--- src/rtl/play_status_pkg.sv ---
package play_status_pkg;

    typedef enum logic [1:0] {
        MAP_F2_F1_BUSY   = 2'd0,
        MAP_STOP_F1_F2   = 2'd1,
        MAP_F1_BUSY_STOP = 2'd2,
        MAP_F1_BUSY_NBSY = 2'd3
    } pin_map_e;

    typedef enum logic {
        STOP_IDLE,
        STOP_PULSE
    } stop_state_e;

    typedef enum logic [1:0] {
        FLASH_DARK,
        FLASH_FIRST,
        FLASH_SECOND
    } flash_state_e;

    typedef struct packed {
        logic busy;
        logic stop;
        logic flash1;
        logic flash2;
    } status_sig_t;

endpackage

--- src/rtl/stop_pulse_seq.sv ---
module stop_pulse_seq
    import play_status_pkg::*;
#(
    parameter int STOP_TICKS = 384
) (
    input  logic clk,
    input  logic rst_n,
    input  logic group_end,
    input  logic stop_en,
    input  logic restart,
    input  logic tick,
    output logic stop_o
);

    localparam int CW = $clog2(STOP_TICKS + 1);
    localparam logic [CW-1:0] LAST = CW'(STOP_TICKS - 1);

    stop_state_e state, state_nx;
    logic [CW-1:0] cnt, cnt_nx;

    always_ff @(posedge clk or negedge rst_n) begin
        if (!rst_n) begin
            state <= STOP_IDLE;
            cnt   <= '0;
        end else begin
            state <= state_nx;
            cnt   <= cnt_nx;
        end
    end

    always_comb begin
        state_nx = state;
        cnt_nx   = cnt;
        unique case (state)
            STOP_IDLE: begin
                if (group_end && stop_en && !restart) begin
                    state_nx = STOP_PULSE;
                    cnt_nx   = '0;
                end
            end
            STOP_PULSE: begin
                if (restart) begin
                    state_nx = STOP_IDLE;
                    cnt_nx   = '0;
                end else if (group_end && stop_en) begin
                    cnt_nx = '0;
                end else if (tick) begin
                    if (cnt == LAST) begin
                        state_nx = STOP_IDLE;
                        cnt_nx   = '0;
                    end else begin
                        cnt_nx = cnt + 1'b1;
                    end
                end
            end
            default: begin
                state_nx = STOP_IDLE;
                cnt_nx   = '0;
            end
        endcase
    end

    always_comb begin
        stop_o = (state == STOP_PULSE);
    end

    assert_abort_on_trigger_R11: assert property (@(posedge clk) disable iff (!rst_n)
        restart |=> !stop_o);
    assert_no_pulse_when_off_R10: assert property (@(posedge clk) disable iff (!rst_n)
        (!stop_o && group_end && !stop_en) |=> !stop_o);
    assert_hold_without_tick_R13: assert property (@(posedge clk) disable iff (!rst_n)
        (stop_o && !tick && !restart) |=> stop_o);
    assert_count_in_range_R9: assert property (@(posedge clk) disable iff (!rst_n)
        stop_o |-> (cnt <= LAST));

endmodule

--- src/rtl/flash_seq.sv ---
module flash_seq
    import play_status_pkg::*;
#(
    parameter int HALF_TICKS = 1500
) (
    input  logic clk,
    input  logic rst_n,
    input  logic active,
    input  logic tick,
    output logic flash1,
    output logic flash2
);

    localparam int CW = $clog2(HALF_TICKS + 1);
    localparam logic [CW-1:0] LAST = CW'(HALF_TICKS - 1);

    flash_state_e state, state_nx;
    logic [CW-1:0] cnt, cnt_nx;

    always_ff @(posedge clk or negedge rst_n) begin
        if (!rst_n) begin
            state <= FLASH_DARK;
            cnt   <= '0;
        end else begin
            state <= state_nx;
            cnt   <= cnt_nx;
        end
    end

    always_comb begin
        state_nx = state;
        cnt_nx   = cnt;
        unique case (state)
            FLASH_DARK: begin
                cnt_nx = '0;
                if (active) state_nx = FLASH_FIRST;
            end
            FLASH_FIRST, FLASH_SECOND: begin
                if (!active) begin
                    state_nx = FLASH_DARK;
                    cnt_nx   = '0;
                end else if (tick) begin
                    if (cnt == LAST) begin
                        state_nx = (state == FLASH_FIRST) ? FLASH_SECOND : FLASH_FIRST;
                        cnt_nx   = '0;
                    end else begin
                        cnt_nx = cnt + 1'b1;
                    end
                end
            end
            default: begin
                state_nx = FLASH_DARK;
                cnt_nx   = '0;
            end
        endcase
    end

    always_comb begin
        flash1 = (state == FLASH_FIRST);
        flash2 = (state == FLASH_SECOND);
    end

    assert_dark_when_idle_R8: assert property (@(posedge clk) disable iff (!rst_n)
        !active |=> (!flash1 && !flash2));
    assert_start_phase_R8: assert property (@(posedge clk) disable iff (!rst_n)
        (!flash1 && !flash2 && active) |=> flash1);
    assert_freeze_without_tick_R13: assert property (@(posedge clk) disable iff (!rst_n)
        (flash1 && active && !tick) |=> flash1);
    assert_complementary_R7: assert property (@(posedge clk) disable iff (!rst_n)
        (active && $past(active)) |-> (flash1 != flash2));

endmodule

--- src/rtl/status_pin_mux.sv ---
module status_pin_mux
    import play_status_pkg::*;
(
    input  status_sig_t sig,
    input  logic [1:0]  map_sel,
    output logic        out1,
    output logic        out2,
    output logic        out3
);

    always_comb begin
        unique case (pin_map_e'(map_sel))
            MAP_F2_F1_BUSY:   begin out1 = sig.flash2; out2 = sig.flash1; out3 = sig.busy;  end
            MAP_STOP_F1_F2:   begin out1 = sig.stop;   out2 = sig.flash1; out3 = sig.flash2; end
            MAP_F1_BUSY_STOP: begin out1 = sig.flash1; out2 = sig.busy;   out3 = sig.stop;  end
            MAP_F1_BUSY_NBSY: begin out1 = sig.flash1; out2 = sig.busy;   out3 = !sig.busy; end
            default:          begin out1 = 1'b0;       out2 = 1'b0;       out3 = 1'b0;      end
        endcase
    end

endmodule

--- src/rtl/play_status_pins.sv ---
module play_status_pins
    import play_status_pkg::*;
#(
    parameter int STOP_TICKS = 384,
    parameter int HALF_TICKS = 1500
) (
    input  logic       clk,
    input  logic       rst_n,
    input  logic       busy_in,
    input  logic       group_end,
    input  logic       tick,
    input  logic [1:0] map_sel,
    input  logic       stop_en,
    output logic       out1,
    output logic       out2,
    output logic       out3
);

    logic        busy_q;
    logic        busy_rise;
    status_sig_t sig;

    always_ff @(posedge clk or negedge rst_n) begin
        if (!rst_n) busy_q <= 1'b0;
        else        busy_q <= busy_in;
    end

    assign busy_rise = busy_in && !busy_q;
    assign sig.busy  = busy_q;

    stop_pulse_seq #(.STOP_TICKS(STOP_TICKS)) u_stop (
        .clk       (clk),
        .rst_n     (rst_n),
        .group_end (group_end),
        .stop_en   (stop_en),
        .restart   (busy_rise),
        .tick      (tick),
        .stop_o    (sig.stop)
    );

    flash_seq #(.HALF_TICKS(HALF_TICKS)) u_flash (
        .clk    (clk),
        .rst_n  (rst_n),
        .active (busy_in),
        .tick   (tick),
        .flash1 (sig.flash1),
        .flash2 (sig.flash2)
    );

    status_pin_mux u_mux (
        .sig     (sig),
        .map_sel (map_sel),
        .out1    (out1),
        .out2    (out2),
        .out3    (out3)
    );

    assert_busy_on_pin_R2: assert property (@(posedge clk) disable iff (!rst_n)
        ($rose(busy_in) && map_sel == 2'd3) |=> (map_sel != 2'd3 || out2));
    assert_inverse_busy_R6: assert property (@(posedge clk) disable iff (!rst_n)
        (map_sel == 2'd3) |-> (out3 != out2));

endmodule

--- config.mk ---
export PLATFORM = sky130hd
export DESIGN_NAME = play_status_pins
export DESIGN_NICKNAME = d
export VERILOG_FILES = /design/src/rtl/play_status_pkg.sv /design/src/rtl/stop_pulse_seq.sv /design/src/rtl/flash_seq.sv /design/src/rtl/status_pin_mux.sv /design/src/rtl/play_status_pins.sv
export SDC_FILE = /design/constraint.sdc
export NUM_CORES = 1
export LEC_CHECK = 0
export CAP_MARGIN = 5
export CORE_ASPECT_RATIO = 0.6
export CORE_MARGIN = 2
export CORE_UTILIZATION = 35
export DETAILED_ROUTE_END_ITERATION = 16
export DONT_BUFFER_PORTS = 1
export PLACE_DENSITY = 0.48
export SKIP_CTS_REPAIR_TIMING = 1
export SYNTH_ARGS = -nofsm -noshare
export SYNTH_HDL_FRONTEND = slang
export SYNTH_SLANG_ARGS = --single-unit
--- constraint.sdc ---
create_clock -name clk -period 2.3 [get_ports clk]
set_input_delay 0.23 -clock clk [delete_from_list [all_inputs] [get_ports clk]]
set_output_delay 0.23 -clock clk [all_outputs]
set_load 0.05 [all_outputs]
==> results of run 1 <==
-- Yosys cell counts (all sizes together) (2+ instances only) --
cell	instances	area (sq um)
inv	5	18.77
a2bb2oi	3	26.28
nand2	17	63.81
or3	3	18.77
o211ai	2	15.01
buf	3	23.77
a31oi	5	31.28
mux2i	5	50.05
nand2b	4	27.53
ha	6	75.07
xnor2	8	70.07
nand3	12	60.06
nand4	2	12.51
nor4	6	73.82
and3	3	18.77
o21ai	5	25.02
nor2	12	45.04
a32o	2	20.02
nor3	2	10.01
a22oi	2	15.01
dfrtp	24	600.6
a21oi	5	25.02
-- registers in the layout (all words and copies together), names as in the netlist --
name	count
u_flash.cnt	11
u_flash.state	2
busy_q	1
u_stop.stop_o	1
u_stop.cnt	9
-- cells in the final DEF, fill, tap and decap left out, types with 2 or more instances in the layout --
cell / instances
a21oi_1: 5
nor3_1: 2
and3_1: 3
nand3_1: 12
nor2_1: 12
a2bb2oi_1: 3
o211ai_1: 2
o21ai_1: 2
xnor2_1: 8
a32o_1: 2
inv_1: 5
nand4_1: 2
nor4_4: 2
clkbuf_8: 3
nand2_1: 17
mux2i_1: 5
dlygate4sd3_1: 2
dfrtp_1: 24
nand2b_1: 3
a31oi_1: 5
a22oi_1: 2
ha_1: 6
nor4_1: 3
o21ai_0: 3
or3_1: 3
-- layer usage --
metal	share of wire	vias up	routed length, um
met1	0.56	539	1736
met3	0.042	5	129
met5	0	-	0
met2	0.39	23	1197
met4	0.0087	0	27
li1	-	567	-
-- metrics by stage --
| step | total power (uW) | hold slack, ns | instances |
|---|---|---|---|
| after floorplan | 784.9 | -0.06559 | 151 |
| after global placement | 831.3 | -0.06492 | 199 |
| after detailed placement | 842.5 | -0.06465 | 199 |
| after CTS | 1098 | -0.3591 | 202 |
| after global routing | 1166 | 0.1075 | 205 |
| final | 1098 | 0.1229 | 205 |
-- cell families after synthesis --
kind of cell | count (synthesis)
flops | 24
xor+xnor | 8
buf+inv | 8
compound gates | 28
simple gates | 71
mux | 6
fa+ha+maj | 6
-- where the power goes --
part           switching (uW)  internal (uW)  total, uW
Combinational             236            125        361
Clock                     131            117        248
Sequential               35.3            453        488
Total                     402            696       1100
-- final timing paths --
path | from | to | slack, ns | cells past startpoint
max in group asynchronous | rst_n | u_stop.cnt[6] | 1.74 | 2
hold reg to reg | u_stop.cnt[8] | u_stop.cnt[8] | 0.47 | 1
min in group asynchronous | rst_n | u_flash.cnt[10] | 0.41 | 2
setup reg to reg | u_flash.state[0] | u_flash.cnt[10] | 0.48 | 6
setup / recovery | u_flash.state[0] | out3 | 0.39 | 5
hold / removal | busy_in | u_flash.state[1] | 0.12 | 1
-- worst max-delay path, delay by kind of cell, from the launching register on --
| family | cells | cell delay, ns |
|---|---|---|
| fa+ha+maj | 1 | 0.21 |
| buf+inv | 1 | 0.10 |
| compound gates | 2 | 0.61 |
| simple gates | 1 | 0.07 |
| flops | 1 | 0.42 |
-- layout make-up --
class,count,share of cell area
multi-input cells,119,0.5157
repair buffers,4,0.02987
inverters,5,0.01179
clock buffers,3,0.02594
well taps,50,0.03931
flip-flops and latches,24,0.3774
==> metrics.csv, run 1 <==
stage;metric;value;unit
status;status;completed;
flow_run;maxCapViolations;0;
drt;antenna_left;0;
logic_synthesis;synthCells;151;
cells_and_area;postLayoutCoreUtil;0.3926;
grt;grt_use_met3;0.03681;
cells_and_area;nFillCells;382;
clock_tree;cts_buffer_depth;2;
logic_synthesis;syn_area;1464;sq um
critical_path;worstSetupPathType;flop to primary output;
timing;setup_ws;0.3948;ns
worst_hold_path;hold_path.class;input pin to flop;
grt;antenna_found_initial;0;
timing;worst_pin_slew;0.5127;ns
critical_path;cp_max_fo;4;
cells_and_area;n_antenna_cell;0;
clock_tree;cts_tree;built;
logic_synthesis;synth_warnings;0;
logic_synthesis;synth_top_family_by_area;simple AND/OR/NAND/NOR gates;
place;place_hpwl;2303;um
floorplan;die_area;4733;sq um
critical_path;critPathArrivalTime;1.68;ns
clock_tree;root_buffer;clkbuf_8;
cells_and_area;stdcell_area;1592;sq um
cells_and_area;multi_input_area;820.8;sq um
critical_path;slowest_delay;0.45;ns
clock_tree;path_clk_slew;0.08;ns
drt;routed_wl;3091;um
grt;grt_usage;0.1409;
logic_synthesis;ys_seq_area_frac;0.4103;
place;dp_slack;0.4724;ns
place;placed_cell_area;1510;sq um
cells_and_area;seq_area;600.6;sq um
logic_synthesis;synthAdderAreaFrac;0.05128;
floorplan;start_util;0.3611;
logic_synthesis;synthMuxAreaShare;0.04188;
clock_tree;clk-insertion-delay-late;0.26;ns
floorplan;die_h;54.10;um
pwr;ir_worst_vdd;0.0002469;V
grt;grt_pass1_wl;5078;um
timing;relSlewSlack;0.6550;
grt;busiest_layer;met1;
grt;use_met1;0.2106;
drt;dr.pass1.iters;4;
floorplan;core-area;4054;sq um
clock_tree;cts_buffers;3;
place;port_buffers;0;
logic_synthesis;synth-xor-area-share;0.04786;
logic_synthesis;synth_seq_cells;24;
timing;setup_tns;0;ns
grt;grt_max_degree;25;
place;place_congestion;0.7493;
timing;hold_viol_final;0;
logic_synthesis;synth-main-ff-cell;dfrtp_1;
pwr;cellPowerDensity;689.7;nW/um^2
critical_path;cp-end-kind;primary output;
timing;timing.final.crit_share;0.8284;
logic_synthesis;async_flop_share;1.000;
drt;drcViolationCount;0;
clock_tree;cts_num_sinks;24;
floorplan;die_w;87.49;um
clock_tree;htree_num_levels;1;
critical_path;cpMaxStageDelayCell;o21a_1;
critical_path;crit_required;2.07;ns
logic_synthesis;yosys.area_share.simple;0.2915;
timing;fin_skew;0.002871;ns
drt;wl_per_cell;15.08;um
timing;fin_crit;1.905;ns
cells_and_area;synthToLayoutAreaGrowth;8.718;%
logic_synthesis;ys_types;43;
drt;vias;1134;
cells_and_area;drive_gt1_frac;0.07097;
pwr;leakagePower;0.0006243;uW
logic_synthesis;synth_compound_area_frac;0.1282;
floorplan;ios;11;
critical_path;path_cells;inv_1, ha_1, nand2b_1, a31oi_1, o21a_1;
critical_path;startpoint_type;flop;
grt;use_met2;0.2008;
timing;fmax;524.9;MHz
timing;setup_viol_count_final;0;
drt;first_iter_violations;77;
drt;avgViaCountPerCell;5.532;
logic_synthesis;synth_fp_nets;165;
cells_and_area;layout.nets;171;
logic_synthesis;avgSynthCellArea;9.695;sq um
floorplan;num_rows;18;
timing;drv_slew;0;
grt;overflow;0;
grt;grt_pass1_vias;1069;
logic_synthesis;synth_edf_count;0;
timing;rsz0062_at_grt;no;
No activity file was read; power rests on OpenSTA's default activity.
==> run 2, diff against run 1 <==
- clock period: 2.3 -> 1.8 ns (I/O delays scaled with it)
==> run 2 against run 1 <==
  * Global-route usage increased by 1.3 points
  * Via count rose by 4.0%
  * Sequential power is 26% higher
  * Routed wire length up 4.3%
  * Non-clock buffer count up 11
  * First-iteration DRC count decreased by 12%
  * Clock skew up 0.0016 ns
  * Highest routed layer unchanged
  * Largest cell class unchanged
  * Power rose by 42%
  * Combinational power is 59% higher
==> metrics.csv, run 2 (synthesis results as in run 1) <==
stage;metric;value;unit;change
drt;drcViolationCount;0;;unchanged
timing;timing.final.crit_share;0.9502;;
cells_and_area;synthToLayoutAreaGrowth;17.18;%;
timing;worst_pin_slew;0.4847;ns;-0.02800 ns
status;status;completed;;
critical_path;startpoint_type;flop;;
timing;setup_viol_count_final;0;;unchanged
timing;fin_crit;1.710;ns;
drt;wl_per_cell;14.86;um;-1.5%
grt;antenna_found_initial;0;;unchanged
timing;drv_slew;0;;unchanged
cells_and_area;top_register;u_flash.cnt;;
flow_run;maxCapViolations;0;;unchanged
worst_hold_path;min_from;busy_in;;
critical_path;critPathArrivalTime;1.87;ns;+0.19 ns
drt;dr.pass1.iters;4;;unchanged
timing;relSlewSlack;0.6759;;+0.02091
pwr;cellPowerDensity;910.7;nW/um^2;+32%
critical_path;crit_required;1.96;ns;-0.11 ns
clock_tree;root_buffer;clkbuf_8;;
pwr;power.total;1562;uW;+42%
drt;routed_wl;3224;um;+4.3%
cells_and_area;seq_area;600.6;sq um;unchanged
floorplan;die_w;87.49;um;unchanged
cells_and_area;final_cell_mix;dfrtp_1, nand2_1, nor2_1, nand3_1, buf_4;;
cells_and_area;layout_commonest_cell;dfrtp_1;;
critical_path;cp-end-kind;flop;;
timing;rsz0062_at_grt;no;;
place;place_congestion;0.7765;;+3.6%
clock_tree;cts_buffer_depth;2;;unchanged
cells_and_area;reg_top3;u_flash.cnt: 11 flops, u_stop.cnt: 9 flops, u_flash.state: 2 flops;;
clock_tree;path_clk_slew;0.09;ns;about the same
floorplan;start_util;0.3611;;unchanged
pwr;leakagePower;0.0006865;uW;+10%
floorplan;die_area;4733;sq um;unchanged
grt;grt_pass1_wl;5340;um;+5.2%
timing;setup_tns;0;ns;unchanged
critical_path;reg2reg_from;u_flash.state[1];;
clock_tree;cts_tree;built;;
drt;antenna_left;0;;unchanged
grt;overflow;0;;unchanged
cells_and_area;multi_input_area;848.3;sq um;+3.4%
critical_path;cp_max_fo;8;;+4
critical_path;rr_worst_depth;6;;unchanged
cells_and_area;stdcell_area;1715;sq um;+7.8%
cells_and_area;drive_gt1_frac;0.1677;;+0.09670
worst_hold_path;hold_path.class;input pin to flop;;
clock_tree;cts_buffers;3;;unchanged
clock_tree;cts_num_sinks;24;;unchanged
cells_and_area;largest_reg_flops;11;;unchanged
floorplan;num_rows;18;;unchanged
critical_path;worstSetupPathType;flop to flop;;
place;port_buffers;0;;unchanged
drt;avgViaCountPerCell;5.433;;-1.8%
drt;first_iter_violations;68;;-12%
cells_and_area;nFillCells;388;;+1.6%
timing;hold_viol_final;0;;unchanged
grt;grt_usage;0.1537;;+0.01276
worst_hold_path;hold_end;u_flash.state[1];;
floorplan;ios;11;;unchanged
grt;grt_pass1_vias;1124;;+5.1%
critical_path;timing.rr.end;u_flash.cnt[10];;
critical_path;ff2ff_setup_slack;0.09;ns;-0.39 ns
timing;fmax;584.7;MHz;
clock_tree;clk-insertion-delay-late;0.27;ns;about the same
clock_tree;htree_num_levels;1;;unchanged
grt;grt_max_degree;25;;unchanged
floorplan;die_h;54.10;um;unchanged
drt;vias;1179;;+4.0%
cells_and_area;n_antenna_cell;0;;unchanged
timing;fin_skew;0.004496;ns;+0.001625 ns
place;placed_cell_area;1585;sq um;+5.0%
pwr;ir_worst_vdd;0.0002653;V;+7.5%
worst_hold_path;hold-path-cell-count;1;;unchanged
floorplan;core-area;4054;sq um;unchanged
place;place_hpwl;2465;um;+7.0%
cells_and_area;layout.nets;182;;+6.4%
## run 2: changes by cell type in the layout (fill, tap and decap cells not counted), sizes merged
cell | previous run | this run
buf | 2 | 13
clkbuf | 3 | 4
## run 2: final cells by class
class	instances	area share
Tap cell	50	0.03647
Clock buffer	4	0.03209
Sequential cell	24	0.3501
Multi-Input combinational cell	119	0.4945
Inverter	5	0.01094
Timing Repair Buffer	15	0.07586
## run 2: metal layers
metal,up-vias,GRT usage,wire length (um)
met1,568,0.2197,1782
met5,-,0,0
met3,2,0.04755,96
met4,0,0.05897,27
li1,588,-,-
met2,21,0.2159,1317
## run 2: worst max-delay path by stage
stage	from	endpoint	cells after the start	slack [ns]
floorplan	u_flash.state[0]	u_flash.cnt[7]	7	0.19
global placement	u_flash.state[1]	u_flash.cnt[8]	6	0.08
detailed placement	u_flash.state[1]	u_flash.cnt[7]	6	0.004
CTS	u_flash.state[1]	u_flash.cnt[7]	6	-0.004
global route	u_flash.state[0]	out3	6	0.01
finish	u_flash.state[1]	u_flash.cnt[10]	6	0.09
## run 2: through the flow
step | utilization | hold WS, ns | instances | setup WS (ns)
after floorplan | - | -0.1156 | 151 | 0.1892
after global placement | 0.3910 | -0.1150 | 209 | 0.08221
after detailed placement | 0.3910 | -0.1148 | 209 | 0.004194
after CTS | 0.4046 | -0.4106 | 213 | -0.004412
after global routing | 0.4231 | 0.06974 | 217 | 0.01019
final | 0.4231 | 0.07604 | 217 | 0.08964
## run 2: critical path, stage by stage, from the launching register on
cell     delay (ns)
dfrtp_1        0.38
inv_1          0.08
ha_1           0.31
and3b_2        0.34
nor4_4         0.30
xnor2_1        0.14
nor2_1         0.05
## run 2: report_power, final
group	internal [uW]	total, uW	switching [uW]
clock network	195	376	180
registers	579	613	34.1
logic	241	574	333
total	1010	1560	547
